<file path="src/rtl/i2c_seq_pkg.sv">
package i2c_seq_pkg;

    typedef enum logic [1:0] {
        OP_START = 2'd0,
        OP_STOP  = 2'd1,
        OP_WRITE = 2'd2,
        OP_READ  = 2'd3
    } bus_op_e;

    typedef enum logic [1:0] {
        ST_OK      = 2'd0,
        ST_ERROR   = 2'd1,
        ST_TIMEOUT = 2'd2,
        ST_SKIPPED = 2'd3
    } done_code_e;

    // bit positions inside the condition field
    localparam int CB_START   = 0;
    localparam int CB_RESTART = 1;
    localparam int CB_CONT    = 2;
    localparam int CB_STOP    = 3;
    localparam int CB_HOLD    = 4;
    localparam int CB_WIDTH   = 5;

    typedef enum logic [3:0] {
        SP_START, SP_ADDR1, SP_ADDR2, SP_WRITE,
        SP_RSTART, SP_RADDR, SP_READ, SP_STOP, SP_FIN
    } step_e;

    typedef enum logic [2:0] {
        FS_IDLE, FS_ROUTE, FS_ISSUE, FS_WAIT, FS_FETCH, FS_RDOUT, FS_DONE
    } fsm_e;

    function automatic logic [7:0] addr_byte(input logic [15:0] a,
                                             input logic rnw,
                                             input logic second);
        if (!a[15])
            return {a[6:0], rnw};
        else if (second)
            return a[7:0];
        else
            return {5'b11110, a[9:8], rnw};
    endfunction

endpackage

</file>
<file path="src/rtl/dseq_cond_check.sv">
module dseq_cond_check
    import i2c_seq_pkg::*;
#(
    parameter int CW = 8
) (
    input  logic [CB_WIDTH-1:0] cond,
    input  logic                mode,
    input  logic [CW-1:0]       cnt0,
    input  logic [CW-1:0]       cnt1,
    input  logic                held,
    output logic                ok
);
    logic starts_one, ends_one, counts_ok, cont_ok;

    always_comb begin
        starts_one = ($countones(cond[CB_CONT:CB_START]) == 1);
        ends_one   = ($countones(cond[CB_HOLD:CB_STOP]) == 1);
        counts_ok  = mode ? (cnt0 != '0) : (cnt1 != '0);
        cont_ok    = !cond[CB_CONT] || held;
        ok         = starts_one && ends_one && counts_ok && cont_ok;
    end
endmodule

</file>
<file path="src/rtl/dseq_watchdog.sv">
module dseq_watchdog #(
    parameter int LIMIT = 64
) (
    input  logic clk,
    input  logic rst,
    input  logic run,
    input  logic kick,
    output logic expired
);
    localparam int WW = $clog2(LIMIT + 1);
    localparam logic [WW-1:0] LAST = WW'(LIMIT - 1);

    logic [WW-1:0] cnt;

    always_ff @(posedge clk) begin
        if (rst || !run || kick)
            cnt <= '0;
        else if (cnt != LAST)
            cnt <= cnt + 1'b1;
    end

    assign expired = run && !kick && (cnt == LAST);

    AST_WD_RESTARTS: assert property (@(posedge clk) disable iff (rst)
        (!run || kick) |=> !expired || (LIMIT == 1)) else $error("wd");
endmodule

</file>
<file path="src/rtl/i2c_desc_seq.sv">
module i2c_desc_seq
    import i2c_seq_pkg::*;
#(
    parameter int CW          = 8,
    parameter int TIMEOUT_CYC = 64
) (
    input  logic                clk,
    input  logic                rst,
    input  logic                desc_valid,
    output logic                desc_ready,
    input  logic [15:0]         desc_addr,
    input  logic [CB_WIDTH-1:0] desc_cond,
    input  logic                desc_mode,
    input  logic [CW-1:0]       desc_cnt0,
    input  logic [CW-1:0]       desc_cnt1,
    input  logic                wr_valid,
    output logic                wr_ready,
    input  logic [7:0]          wr_data,
    output logic                rd_valid,
    input  logic                rd_ready,
    output logic [7:0]          rd_data,
    output logic                cmd_valid,
    input  logic                cmd_ready,
    output logic [1:0]          cmd_op,
    output logic                cmd_nack,
    output logic [7:0]          cmd_byte,
    input  logic                rsp_valid,
    input  logic                rsp_nack,
    input  logic [7:0]          rsp_byte,
    output logic                done,
    output logic [1:0]          done_status
);
    localparam int WLW = CW + 1;

    fsm_e        fsm;
    step_e       step_q, succ, rs_step;
    fsm_e        rs_fsm;
    done_code_e  status_q;
    logic [15:0] addr_q;
    logic        mode_q, stop_q, nrs_q, dir1_q, held_q;
    logic [WLW-1:0] wleft;
    logic [CW-1:0]  rleft;
    logic [7:0]  byte_q, rd_q;
    logic        desc_ok, wd_exp, wd_run, wd_kick, is_tx_step;
    bus_op_e     op_c;
    step_e       after_data;

    dseq_cond_check #(.CW(CW)) u_chk (
        .cond(desc_cond), .mode(desc_mode), .cnt0(desc_cnt0),
        .cnt1(desc_cnt1), .held(held_q), .ok(desc_ok)
    );

    assign wd_run  = (fsm == FS_ISSUE) || (fsm == FS_WAIT);
    assign wd_kick = (cmd_valid && cmd_ready) || rsp_valid;

    dseq_watchdog #(.LIMIT(TIMEOUT_CYC)) u_wd (
        .clk(clk), .rst(rst), .run(wd_run), .kick(wd_kick), .expired(wd_exp)
    );

    // successor of the current step, then resolution into a state
    always_comb begin
        if (wleft != '0)      after_data = SP_WRITE;
        else if (nrs_q)       after_data = SP_RSTART;
        else if (!mode_q)     after_data = SP_READ;
        else                  after_data = SP_FIN;
        case (step_q)
            SP_START:  succ = SP_ADDR1;
            SP_ADDR1:  succ = addr_q[15] ? SP_ADDR2 : after_data;
            SP_ADDR2,
            SP_WRITE:  succ = after_data;
            SP_RSTART: succ = SP_RADDR;
            SP_RADDR:  succ = SP_READ;
            SP_READ:   succ = (rleft != '0) ? SP_READ : SP_FIN;
            default:   succ = SP_FIN;
        endcase
        rs_step = succ;
        rs_fsm  = FS_ISSUE;
        if (succ == SP_FIN) begin
            rs_step = stop_q ? SP_STOP : SP_FIN;
            rs_fsm  = stop_q ? FS_ISSUE : FS_DONE;
        end else if (succ == SP_WRITE) begin
            rs_fsm  = FS_FETCH;
        end
    end

    assign is_tx_step = (step_q == SP_ADDR1) || (step_q == SP_ADDR2) ||
                        (step_q == SP_WRITE) || (step_q == SP_RADDR);

    always_ff @(posedge clk) begin
        if (rst) begin
            fsm      <= FS_IDLE;
            step_q   <= SP_START;
            status_q <= ST_OK;
            addr_q   <= '0;
            mode_q   <= 1'b0;
            stop_q   <= 1'b0;
            nrs_q    <= 1'b0;
            dir1_q   <= 1'b0;
            held_q   <= 1'b0;
            wleft    <= '0;
            rleft    <= '0;
            byte_q   <= '0;
            rd_q     <= '0;
        end else begin
            case (fsm)
                FS_IDLE: if (desc_valid) begin
                    status_q <= desc_ok ? ST_OK : ST_ERROR;
                    if (desc_ok) begin
                        addr_q <= desc_addr;
                        mode_q <= desc_mode;
                        stop_q <= desc_cond[CB_STOP];
                        held_q <= desc_cond[CB_HOLD];
                        nrs_q  <= !desc_mode && ((desc_cnt0 != '0) ||
                                  (desc_addr[15] && !desc_cond[CB_CONT]));
                        dir1_q <= !desc_mode && (desc_cnt0 == '0) && !desc_addr[15];
                        wleft  <= desc_mode ? ({1'b0, desc_cnt0} + {1'b0, desc_cnt1})
                                            : {1'b0, desc_cnt0};
                        rleft  <= desc_cnt1;
                        step_q <= desc_cond[CB_CONT] ? SP_ADDR2 : SP_START;
                        fsm    <= desc_cond[CB_CONT] ? FS_ROUTE : FS_ISSUE;
                    end else begin
                        fsm <= FS_DONE;
                    end
                end
                FS_ROUTE: begin
                    step_q <= rs_step;
                    fsm    <= rs_fsm;
                end
                FS_ISSUE: begin
                    if (wd_exp) begin
                        status_q <= ST_TIMEOUT;
                        held_q   <= 1'b0;
                        fsm      <= FS_DONE;
                    end else if (cmd_ready) begin
                        fsm <= FS_WAIT;
                    end
                end
                FS_WAIT: begin
                    if (wd_exp) begin
                        status_q <= ST_TIMEOUT;
                        held_q   <= 1'b0;
                        fsm      <= FS_DONE;
                    end else if (rsp_valid) begin
                        if (step_q == SP_STOP) begin
                            fsm <= FS_DONE;
                        end else if (step_q == SP_READ) begin
                            rd_q  <= rsp_byte;
                            rleft <= rleft - 1'b1;
                            fsm   <= FS_RDOUT;
                        end else if (rsp_nack && is_tx_step) begin
                            status_q <= ST_ERROR;
                            step_q   <= SP_STOP;
                            fsm      <= stop_q ? FS_ISSUE : FS_DONE;
                        end else begin
                            step_q <= rs_step;
                            fsm    <= rs_fsm;
                        end
                    end
                end
                FS_FETCH: if (wr_valid) begin
                    byte_q <= wr_data;
                    wleft  <= wleft - 1'b1;
                    fsm    <= FS_ISSUE;
                end
                FS_RDOUT: if (rd_ready) begin
                    step_q <= rs_step;
                    fsm    <= rs_fsm;
                end
                default: fsm <= FS_IDLE;
            endcase
        end
    end

    always_comb begin
        op_c     = OP_START;
        cmd_byte = 8'h00;
        cmd_nack = 1'b0;
        case (step_q)
            SP_STOP:  op_c = OP_STOP;
            SP_ADDR1: begin op_c = OP_WRITE; cmd_byte = addr_byte(addr_q, dir1_q, 1'b0); end
            SP_ADDR2: begin op_c = OP_WRITE; cmd_byte = addr_byte(addr_q, 1'b0, 1'b1); end
            SP_WRITE: begin op_c = OP_WRITE; cmd_byte = byte_q; end
            SP_RADDR: begin op_c = OP_WRITE; cmd_byte = addr_byte(addr_q, 1'b1, 1'b0); end
            SP_READ:  begin op_c = OP_READ;  cmd_nack = (rleft == CW'(1)); end
            default:  op_c = OP_START;
        endcase
    end

    assign cmd_valid   = (fsm == FS_ISSUE);
    assign cmd_op      = op_c;
    assign desc_ready  = (fsm == FS_IDLE);
    assign wr_ready    = (fsm == FS_FETCH);
    assign rd_valid    = (fsm == FS_RDOUT);
    assign rd_data     = rd_q;
    assign done        = (fsm == FS_DONE);
    assign done_status = status_q;

    AST_CMD_STABLE: assert property (@(posedge clk) disable iff (rst)
        (cmd_valid && !cmd_ready) |=> (cmd_valid && $stable(cmd_op) && $stable(cmd_byte))
                                      || (done && done_status == ST_TIMEOUT)) else $error("stable");
    AST_DONE_PULSE: assert property (@(posedge clk) disable iff (rst)
        done |=> !done) else $error("pulse");
    AST_REJECT_QUIET: assert property (@(posedge clk) disable iff (rst)
        (desc_valid && desc_ready && !desc_ok) |=> (done && done_status == ST_ERROR && !cmd_valid)) else $error("reject");
    AST_FETCH_EXCL: assert property (@(posedge clk) disable iff (rst)
        wr_ready |-> (!cmd_valid && !rd_valid)) else $error("fetch");
    AST_TIMEOUT_END: assert property (@(posedge clk) disable iff (rst)
        wd_exp |=> (done && done_status == ST_TIMEOUT)) else $error("timeout");
    AST_ABORT_STOP: assert property (@(posedge clk) disable iff (rst)
        (fsm == FS_WAIT && rsp_valid && rsp_nack && is_tx_step && stop_q && !wd_exp)
            |=> (cmd_valid && cmd_op == OP_STOP)) else $error("abort");
endmodule

</file>
<file path="config.mk">
export PLATFORM = sky130hd
export DESIGN_NAME = i2c_desc_seq
export DESIGN_NICKNAME = d
export VERILOG_FILES = /design/src/rtl/i2c_seq_pkg.sv /design/src/rtl/dseq_cond_check.sv /design/src/rtl/dseq_watchdog.sv /design/src/rtl/i2c_desc_seq.sv
export SDC_FILE = /design/constraint.sdc
export NUM_CORES = 1
export LEC_CHECK = 0
export BUFFER_PORTS_ARGS = -buffer_cell sky130_fd_sc_hd__buf_2
export CORE_MARGIN = 2
export CORE_UTILIZATION = 35
export DETAILED_ROUTE_END_ITERATION = 7
export GPL_TIMING_DRIVEN = 1
export REMOVE_ABC_BUFFERS = 1
export SYNTH_ARGS = -nofsm -noshare
export SYNTH_HDL_FRONTEND = slang
export SYNTH_HIERARCHICAL = 1
export SYNTH_SLANG_ARGS = --single-unit
</file>
<file path="constraint.sdc">
create_clock -name clk -period 3.7 [get_ports clk]
set_clock_uncertainty 0.1 [all_clocks]
set_input_delay 0.74 -clock clk [delete_from_list [all_inputs] [get_ports clk]]
set_output_delay 0.74 -clock clk [all_outputs]
set_load 0.01 [all_outputs]
</file>
==> results of run 1 <==
[flip-flops by register name, summed over array words and instances (netlist names)]
signal	flops
stop_q	1
fsm	3
wleft	9
done_status	2
rleft	8
addr_q	11
step_q	4
rd_data	8
mode_q	1
dir1_q	1
held_q	1
nrs_q	1
byte_q	8
u_wd/cnt	7
[worst max-delay path: stages, from the launching register on]
cell     delay [ps]
dfxtp_1         610
or3b_1          610
inv_2           300
buf_2           190
[path summary, 6_finish.rpt]
path	end	start	slack (ps)
worst max-delay path	wr_ready	fsm[2]	810
worst min-delay path	u_wd/cnt[6]	u_wd/cnt[6]	350
worst max register to register	rleft[0]	fsm[2]	950
worst min register to register	u_wd/cnt[6]	u_wd/cnt[6]	350
[logic make-up after synthesis]
logic type / after synthesis / synth area share (%)
multiplexers: 11 / 2.575
XOR/XNOR: 3 / 0.6147
flip-flops: 65 / 30.44
adder cells (fa/ha/maj): 15 / 4.741
buffers and inverters: 50 / 5.736
AND/OR/NAND/NOR: 246 / 30.29
AO/OA/AOI/OAI: 173 / 25.61
[power by group through the flow]
| stage | logic [uW] | registers (uW) | clock network [uW] |
|---|---|---|---|
| 4_1_cts | 956 | 856 | 866 |
| 5_1_grt | 1070 | 871 | 897 |
| 3_5_place_dp | 952 | 872 | 0 |
| 2_1_floorplan | 651 | 874 | 0 |
| 3_3_place_gp | 931 | 868 | 0 |
| 6_report | 953 | 858 | 847 |
[per-layer routing]
layer	part of all wire, %	global-route usage [%]
met1	47	25.01
met2	45	29.43
met3	6.1	3.653
met4	1.5	5.122
met5	0	0
[per-stage QoR]
stage,setup WS (ps),util (%)
2_1_floorplan,663.8,-
3_3_place_gp,560.7,39.67
3_5_place_dp,463.0,39.67
4_1_cts,808.6,42.13
5_1_grt,654.8,42.13
6_report,811.7,42.13
[layout make-up]
| class | instances | area share, % |
|---|---|---|
| clock buffers | 10 | 4.742 |
| clock inverters | 5 | 1.117 |
| inverters | 18 | 1.341 |
| multi-input cells | 448 | 54.15 |
| flip-flops and latches | 65 | 25.82 |
| well taps | 147 | 3.649 |
| repair buffers | 89 | 9.186 |
[cells in the final DEF, fill, tap and decap left out, types with 6 or more instances in the layout]
cell,netlist,final
nor4_1,7,7
a31oi_1,7,7
nor3b_1,6,6
nand2b_1,10,10
nand2_1,90,90
o21ai_0,21,21
a21oi_1,71,71
buf_4,2,7
dfxtp_1,65,65
clkbuf_16,0,9
ha_1,13,13
a211oi_1,8,8
nor3_1,22,22
inv_1,15,15
buf_2,12,82
nand3_1,12,12
nor2_1,40,40
mux2i_1,11,11
o21ai_1,13,13
and3_1,7,7
nor2b_1,14,14
==> flow_summary.toml, run 1 <==
[critical_path]
critPathKind = "register to primary output"
cp.arrival_ps = 2050
setup.worst_path.end_class = "primary output"
path_max_fanout = 15
required_ps = 2860
start_kind = "register"
reg2regPathDepth = 12

[synthesis]
synth_cell_type_count = 73
synth_cells = 563
synth-seq-cells = 65
synth_top_area_share_pct = 30.44
ys.flop_type = "dfxtp_1"
avgSynthCellArea_sq_um = 7.594
yosys_warnings = 6
async_flop_share_pct = 0
ys_top_cells_by_area = "dfxtp_1 30%, a21oi_1 8.3%, nand2_1 7.9%"
netlist_area_sq_um = 4275
synth_seq_area_share_pct = 30.44
synth_common_cells = "90 x nand2_1, 71 x a21oi_1, 65 x dfxtp_1"
synth_most_common_cell = "nand2_1"
yosys.area.top_type = "dfxtp_1"
synth-edff-count = 0

[timing]
rsz0062_at_grt = "no"
worst_pin_slew_ps = 662.2
fmax_mhz = 346.2
period_needed_ps = 2888
fin_hold_ws_ps = 351.7
slew_violations = 0
slew_headroom_pct = 55.85
setup-violations-final = 0
hold_violations = 0
fin_crit_sh_pct = 78.06
finalSetupTns_ps = 0

[job]
maxCapViolations = 0

[cts]
cts_tree = "yes"
cts.sinks = 65
cts_buffer_depth = 2
cts-buffers-inserted = 9
cts_resized = 0
htreeDepth = 3
cts_root_buf = "clkbuf_16"
ctsHoldBuffers = 0
cts_setup_buffers = 0
insertion_delay_ps = 330
clk_pin_slew_ps = 50

[final_layout]
stdcell_count = 782
drive_above_1_share_pct = 20.00
ff_latch_area_sq_um = 1301
area_growth_pct = 17.88
num_antenna_cells = 0
design_area_sq_um = 5040
multi_input_area_sq_um = 2729
nets = 708
fillers = 1263

[power_and_ir_drop]
switching_share_pct = 36.72
netSwitchingPower_uw = 976.3
p_int_uw = 1682
totalPowerFinal_uw = 2658
p_clk_share_pct = 31.9
irDropWorstVdd_uv = 246.3
leakagePower_uw = 0.002029
p_per_area_nw_per_um2 = 527.5
combPwrFrac_pct = 35.8
pwr-share-seq_pct = 32.3

[route]
wl_microns = 11780
drtAntennaViolNets = 0
drc = 0
drt-initial-drc-count = 264
dr.pass1.iters = 5
wl_per_cell_microns = 15.06
viasPerCell = 5.524
vias = 4320

[global_routing]
grt-ovfl-total = 0
grt_max_degree = 48
grt_pass1_vias = 3979
grt_pass1_wl_microns = 19190
antenna_found_initial = 0
grt_usage_pct = 18.34

[die]
io_pins = 88
start_util_pct = 35.74
die_w_microns = 114.5
dieArea_sq_um = 13110
core_sq_um = 11960
fp-row-count = 40
die_h_microns = 114.5

[outcome]
outcome = "completed"

[placement]
place_inst = 767
placed_cell_area_sq_um = 4745
hpwl_microns = 8811
gp_congestion = 0.8663
port_buffers = 82

[worst_hold_path]
hp-class = "register to register"
min_path_cells = 2
Power figures use the tool's default switching activity.
==> run 2: changes to the inputs <==
==> constraint.sdc (replaced) <==
create_clock -name clk -period 2.4 [get_ports clk]
set_clock_uncertainty 0.1 [all_clocks]
set_input_delay 0.48 -clock clk [delete_from_list [all_inputs] [get_ports clk]]
set_output_delay 0.48 -clock clk [all_outputs]
set_load 0.01 [all_outputs]
==> run 2 against run 1 <==
Compared with the run above: core utilization up 3.4 points; sequential power up 48%; clock-buffer cell count up 1; sequential cell count unchanged; power up 63%; clock power up 63%; via count up 2.8%; critical path depth up 7; first-iteration DRC count down 19%; register-to-register slack worse by 880 ps; routed wire length up 3.5%; worst setup slack worse by 760 ps; critical path type is now input pin to register; highest routed layer unchanged.
==> flow_summary.toml, run 2 (synthesis gave the netlist of run 1 again) <==
[outcome]
outcome = "completed"

[placement]
place_ws_ps = -351.4
placed_cell_area_sq_um = 5032
port_buffers = 82
place_inst = 802
hpwl_microns = 9146
gp_congestion = 0.8682

[route]
drc = 0
vias = 4443
wl_microns = 12190
drtAntennaViolNets = 0
dr.pass1.iters = 5
drt-initial-drc-count = 214
viasPerCell = 5.392
wl_per_cell_microns = 14.79

[timing]
slew_violations = 0
slew_headroom_pct = 59.23
worst_pin_slew_ps = 610.2
hold_violations = 0
setup-violations-final = 0
period_needed_ps = 2351
fin_hold_ws_ps = 278.6
fin_ws_ps = 48.57
fin_crit_sh_pct = 97.98
rsz0062_at_grt = "yes"
fmax_mhz = 425.3

[global_routing]
grt_usage_pct = 18.51
antenna_found_initial = 0
grt_max_degree = 46
grt_pass1_vias = 4136
grt_pass1_wl_microns = 19620
grt-ovfl-total = 0

[die]
core_sq_um = 11960
fp-row-count = 40
start_util_pct = 35.74
io_pins = 88
die_w_microns = 114.5
dieArea_sq_um = 13110
die_h_microns = 114.5

[critical_path]
setup.worst_path.end_class = "register"
path_max_fanout = 10
required_ps = 2570
regToRegStartpoint = "u_wd/cnt[0]"
start_kind = "input pin"
cp.arrival_ps = 2520
crit_start = "desc_cond[0]"
critPathKind = "input pin to register"

[cts]
clk_pin_slew_ps = 60
cts-buffers-inserted = 9
cts_root_buf = "clkbuf_16"
cts.sinks = 65
insertion_delay_ps = 330
cts_buffer_depth = 2
htreeDepth = 3
cts_tree = "yes"

[final_layout]
stdcell_count = 824
regMostFlops = "addr_q"
num_antenna_cells = 0
mostFrequentLayoutCell = "nand2_1"
reg.largest.list = "addr_q (11), wleft (9)"
fillers = 1199
drive_above_1_share_pct = 27.03
area_growth_pct = 27.39
nets = 749
largest_reg_flops = 11
layout_common_cells = "88 x nand2_1, 81 x buf_2, 71 x a21oi_1"
design_area_sq_um = 5446

[worst_hold_path]
hp-class = "input pin to register"
hold_start = "rsp_byte[3]"

[power_and_ir_drop]
p_per_area_nw_per_um2 = 797.2
leakagePower_uw = 0.002257
irDropWorstVdd_uv = 398.1

[job]
maxCapViolations = 0
==> run 2: changes by cell type in the layout (fill, tap and decap cells not counted), moves of 2 or more <==
| cell | before | now |
|---|---|---|
| nand2_2 | 2 | 4 |
| buf_12 | 0 | 2 |
| dfxtp_1 | 65 | 62 |
| buf_6 | 0 | 2 |
| nor2_2 | 0 | 2 |
| inv_6 | 0 | 2 |
| nor2_1 | 40 | 38 |
| dfxtp_2 | 0 | 3 |
| nand2_1 | 90 | 88 |
| buf_4 | 7 | 45 |
==> run 2: final cells by class <==
class	count	area, sq um	share of cell area, %
clock buffers	11	252.7	4.640
clock inverters	5	60.06	1.103
inverters	18	67.56	1.241
multi-input cells	448	2771	50.88
flip-flops and latches	65	1305	23.96
well taps	147	183.9	3.377
repair buffers	130	805.8	14.79
==> run 2: critical path: stages <==
cell	delay [ps]
buf_6	90
fa_2	540
nor4b_4	230
and3_1	220
nand3b_1	120
a211oi_2	260
buf_4	220
buf_4	120
o2111ai_1	90
a21oi_1	140
==> run 2: routing by layer <==
metal / GRT usage [%] / routed length (microns) / vias to the layer above / part of all wire (%)
li1: - / - / 2253 / -
met1: 25.11 / 5790 / 2055 / 48
met2: 30.02 / 5650 / 116 / 46
met3: 2.594 / 550 / 19 / 4.5
met4: 6.504 / 195 / 0 / 1.6
met5: 0 / 0 / - / 0
==> run 2: path summary, 6_finish.rpt <==
check	to	slack (ps)	cells after the start
worst min-delay path	rd_data[3]	280	3
worst max-delay path	wleft[0]	50	10
worst min register to register	u_wd/cnt[6]	350	2
worst max register to register	step_q[1]	70	11
==> run 2: metrics by stage <==
| step | util (%) | total power [uW] | TNS, ps |
|---|---|---|---|
| final | 45.53 | 4342 | 0 |
| after global placement | 42.07 | 2885 | -7379 |
| after detailed placement | 42.07 | 2912 | -8096 |
| after CTS | 44.77 | 4304 | 0 |
| after global routing | 45.53 | 4610 | -383.3 |
| after floorplan | - | 2351 | -5491 |
==> run 2: power by group <==
part / internal [uW] / total [uW] / switching [uW]
registers: 1170 / 1270 / 94.6
logic: 728 / 1690 / 962
clock network: 866 / 1380 / 517
total: 2770 / 4340 / 1570
==> run 2: repair_timing <==
action,4_1_cts,5_1_grt
hold buffers,0,0
resized for setup,2,16
pin swaps,0,8
cloned,0,0
setup buffers,0,6
setup endpoints to repair,8,27
==> run 3: changes to the inputs <==
--- a/config.mk
+++ b/config.mk
@@ -5,6 +5,7 @@
 export SDC_FILE = /design/constraint.sdc
 export NUM_CORES = 1
 export LEC_CHECK = 0
+export ABC_AREA = 1
 export BUFFER_PORTS_ARGS = -buffer_cell sky130_fd_sc_hd__buf_2
 export CORE_MARGIN = 2
 export CORE_UTILIZATION = 35
==> run 3 against run 2 <==
Compared with the run above: sequential cell count is the same; design area shrank 4.0%; core utilization shrank 0.31 points; via count grew 1.0%; maximum frequency grew 3.1%; synthesized cell count grew 15%; die area shrank 2.0%; routed wire length shrank 4.1%.
==> flow_summary.toml, run 3 <==
[outcome]
outcome = "completed"

[critical_path]
critPathKind = "register to primary output"
cp.arrival_ps = 1700
start_kind = "register"
crit_buf_inv = 3
crit_family = "simple AND/OR/NAND/NOR gates"
max_stage_delay_ps = 360
crit_chain = "nor2_2 -> inv_1 -> nor2_1 -> buf_4 -> nand2_1 -> a21oi_1 -> a21oi_1 -> nor2_1 -> buf_2"
path_max_fanout = 8
crit_start = "step_q[2]"
setup.worst_path.end_class = "primary output"
cp_slowest_cell = "dfxtp_1"
regToRegStartpoint = "fsm[1]"
required_ps = 1820

[final_layout]
fillers = 1240
num_antenna_cells = 0
utilization_pct = 45.22
area_growth_pct = 24.89
largest_reg_flops = 11
layout_common_cells = "121 x nand2_1, 93 x inv_1, 80 x buf_2"
drive_above_1_share_pct = 20.13
nets = 817
regMostFlops = "addr_q"
reg.largest.list = "addr_q (11), wleft (9)"
mostFrequentLayoutCell = "nand2_1"

[route]
drtAntennaViolNets = 0
drt-initial-drc-count = 214
vias = 4489
wl_per_cell_microns = 13.17
wl_microns = 11690
drc = 0
dr.pass1.iters = 5
viasPerCell = 5.055

[power_and_ir_drop]
p_clk_share_pct = 31.2
netSwitchingPower_uw = 1717
switching_share_pct = 38.17
combPwrFrac_pct = 39.0
p_per_area_nw_per_um2 = 859.9
pwr-share-seq_pct = 29.7
leakagePower_uw = 0.002408
irDropWorstVdd_uv = 460.4
p_int_uw = 2781

[job]
maxCapViolations = 0

[synthesis]
synth_most_common_cell = "nand2_1"
synth_cells = 647
synth_seq_area_share_pct = 31.07
avgSynthCellArea_sq_um = 6.473
synth-seq-cells = 65
synth_cell_type_count = 38
ys.flop_type = "dfxtp_1"
async_flop_share_pct = 0
yosys_warnings = 6
synth_top_area_share_pct = 31.07
netlist_area_sq_um = 4188
ys_top_cells_by_area = "dfxtp_1 31%, nand2_1 11%, inv_1 8.5%"
synth_common_cells = "121 x nand2_1, 95 x inv_1, 83 x nor2_1"
synth-edff-count = 0
yosys.area.top_type = "dfxtp_1"

[cts]
cts_buffer_depth = 2
clk_pin_slew_ps = 60
insertion_delay_ps = 330
cts-buffers-inserted = 9
htreeDepth = 3
cts.sinks = 65
cts_tree = "yes"
cts_root_buf = "clkbuf_16"

[timing]
setup-violations-final = 0
slew_headroom_pct = 64.33
hold_violations = 0
rsz0062_at_grt = "yes"
fmax_mhz = 438.5
slew_violations = 0
worst_pin_slew_ps = 530.2
period_needed_ps = 2281
fin_ws_ps = 119.3
fin_crit_sh_pct = 95.03

[global_routing]
antenna_found_initial = 0
grt-ovfl-total = 0
grt_pass1_vias = 4275
grt_pass1_wl_microns = 19350
grt_max_degree = 34
grt_usage_pct = 18.28

[die]
die_h_microns = 113.4
core_sq_um = 11560
die_w_microns = 113.4
start_util_pct = 36.21
fp-row-count = 39
io_pins = 88
dieArea_sq_um = 12860

[placement]
place_ws_ps = -230.5
port_buffers = 82
hpwl_microns = 9119
gp_congestion = 0.8660

[worst_hold_path]
hp-class = "input pin to register"
hold_start = "rsp_byte[5]"
[run 3: changes by cell type in the layout (fill, tap and decap cells not counted), moves of 11 or more]
| cell | before | now |
|---|---|---|
| nand3_1 | 12 | 32 |
| inv_1 | 15 | 93 |
| buf_4 | 45 | 18 |
| o21ai_0 | 20 | 63 |
| nor2b_1 | 13 | 0 |
| nand2_1 | 88 | 121 |
| mux2i_1 | 11 | 0 |
| nor2_1 | 38 | 77 |
| nor3_1 | 22 | 8 |
[run 3: layout make-up]
class | instances | area [sq um] | share of cell area [%]
flip-flops and latches | 65 | 1304 | 24.93
well taps | 143 | 178.9 | 3.421
inverters | 99 | 374.1 | 7.153
multi-input cells | 463 | 2464 | 47.11
clock buffers | 9 | 225.2 | 4.306
clock inverters | 7 | 95.09 | 1.818
repair buffers | 102 | 589.3 | 11.27
[run 3: cell families (layout without fill, tap and decap cells)]
group                      Yosys count  after routing  synth area share [%]
AOI/OAI and AO/OA                  168            168                 22.47
xor gates and xnor gates            14             14                 2.928
adders and majority gates           15             15                 4.840
buffers and inverters              119            217                 11.29
DFF                                 65             65                 31.07
and+or+nand+nor                    266            266                 27.40
[run 3: timing repair]
item,CTS,global route
setup endpoints to repair,0,29
buffers inserted,0,3
hold buffers,0,0
endpoints found under the hold margin,0,0
resized for setup,0,25
[run 3: metal layers]
metal  vias up  track usage [%]  wire length, microns
met1      2045            23.48                  5385
li1       2309                -                     -
met5         -                0                     0
met4         0            5.691                   217
met3        19            2.816                   515
met2       116            31.66                  5573
[run 3: worst paths after layout]
check / endpoint / slack (ps) / cells after the start
worst max-delay path: cmd_byte[3] / 120 / 9
worst min-delay path: rd_data[5] / 280 / 3
worst max register to register: rleft[5] / 280 / 11
worst min register to register: addr_q[8] / 340 / 2
[run 3: tightest hold or removal path: cells and delay by family]
family / cells / cell delay (ps)
AO/OA/AOI/OAI: 1 / 50
buffers and inverters: 2 / 130
[run 3: power by group through the flow]
| stage | combinational, uW | clock (uW) | sequential, uW |
|---|---|---|---|
| 2_1_floorplan | 1160 | 0 | 1330 |
| 6_report | 1760 | 1400 | 1340 |
| 5_1_grt | 2000 | 1480 | 1350 |
| 3_3_place_gp | 1670 | 0 | 1350 |
| 3_5_place_dp | 1690 | 0 | 1350 |
| 4_1_cts | 1700 | 1440 | 1330 |
[run 3: metrics by stage]
stage	cell area [sq um]	TNS, ps	cells	hold WS (ps)	total power (uW)
2_1_floorplan	4089	-5979	627	322.3	2489
3_3_place_gp	4818	-3378	869	334.2	3017
3_5_place_dp	4818	-4567	869	336.7	3045
4_1_cts	5139	0	885	275.4	4471
5_1_grt	5230	-198.3	888	292.5	4831
6_report	5230	0	888	284.6	4497
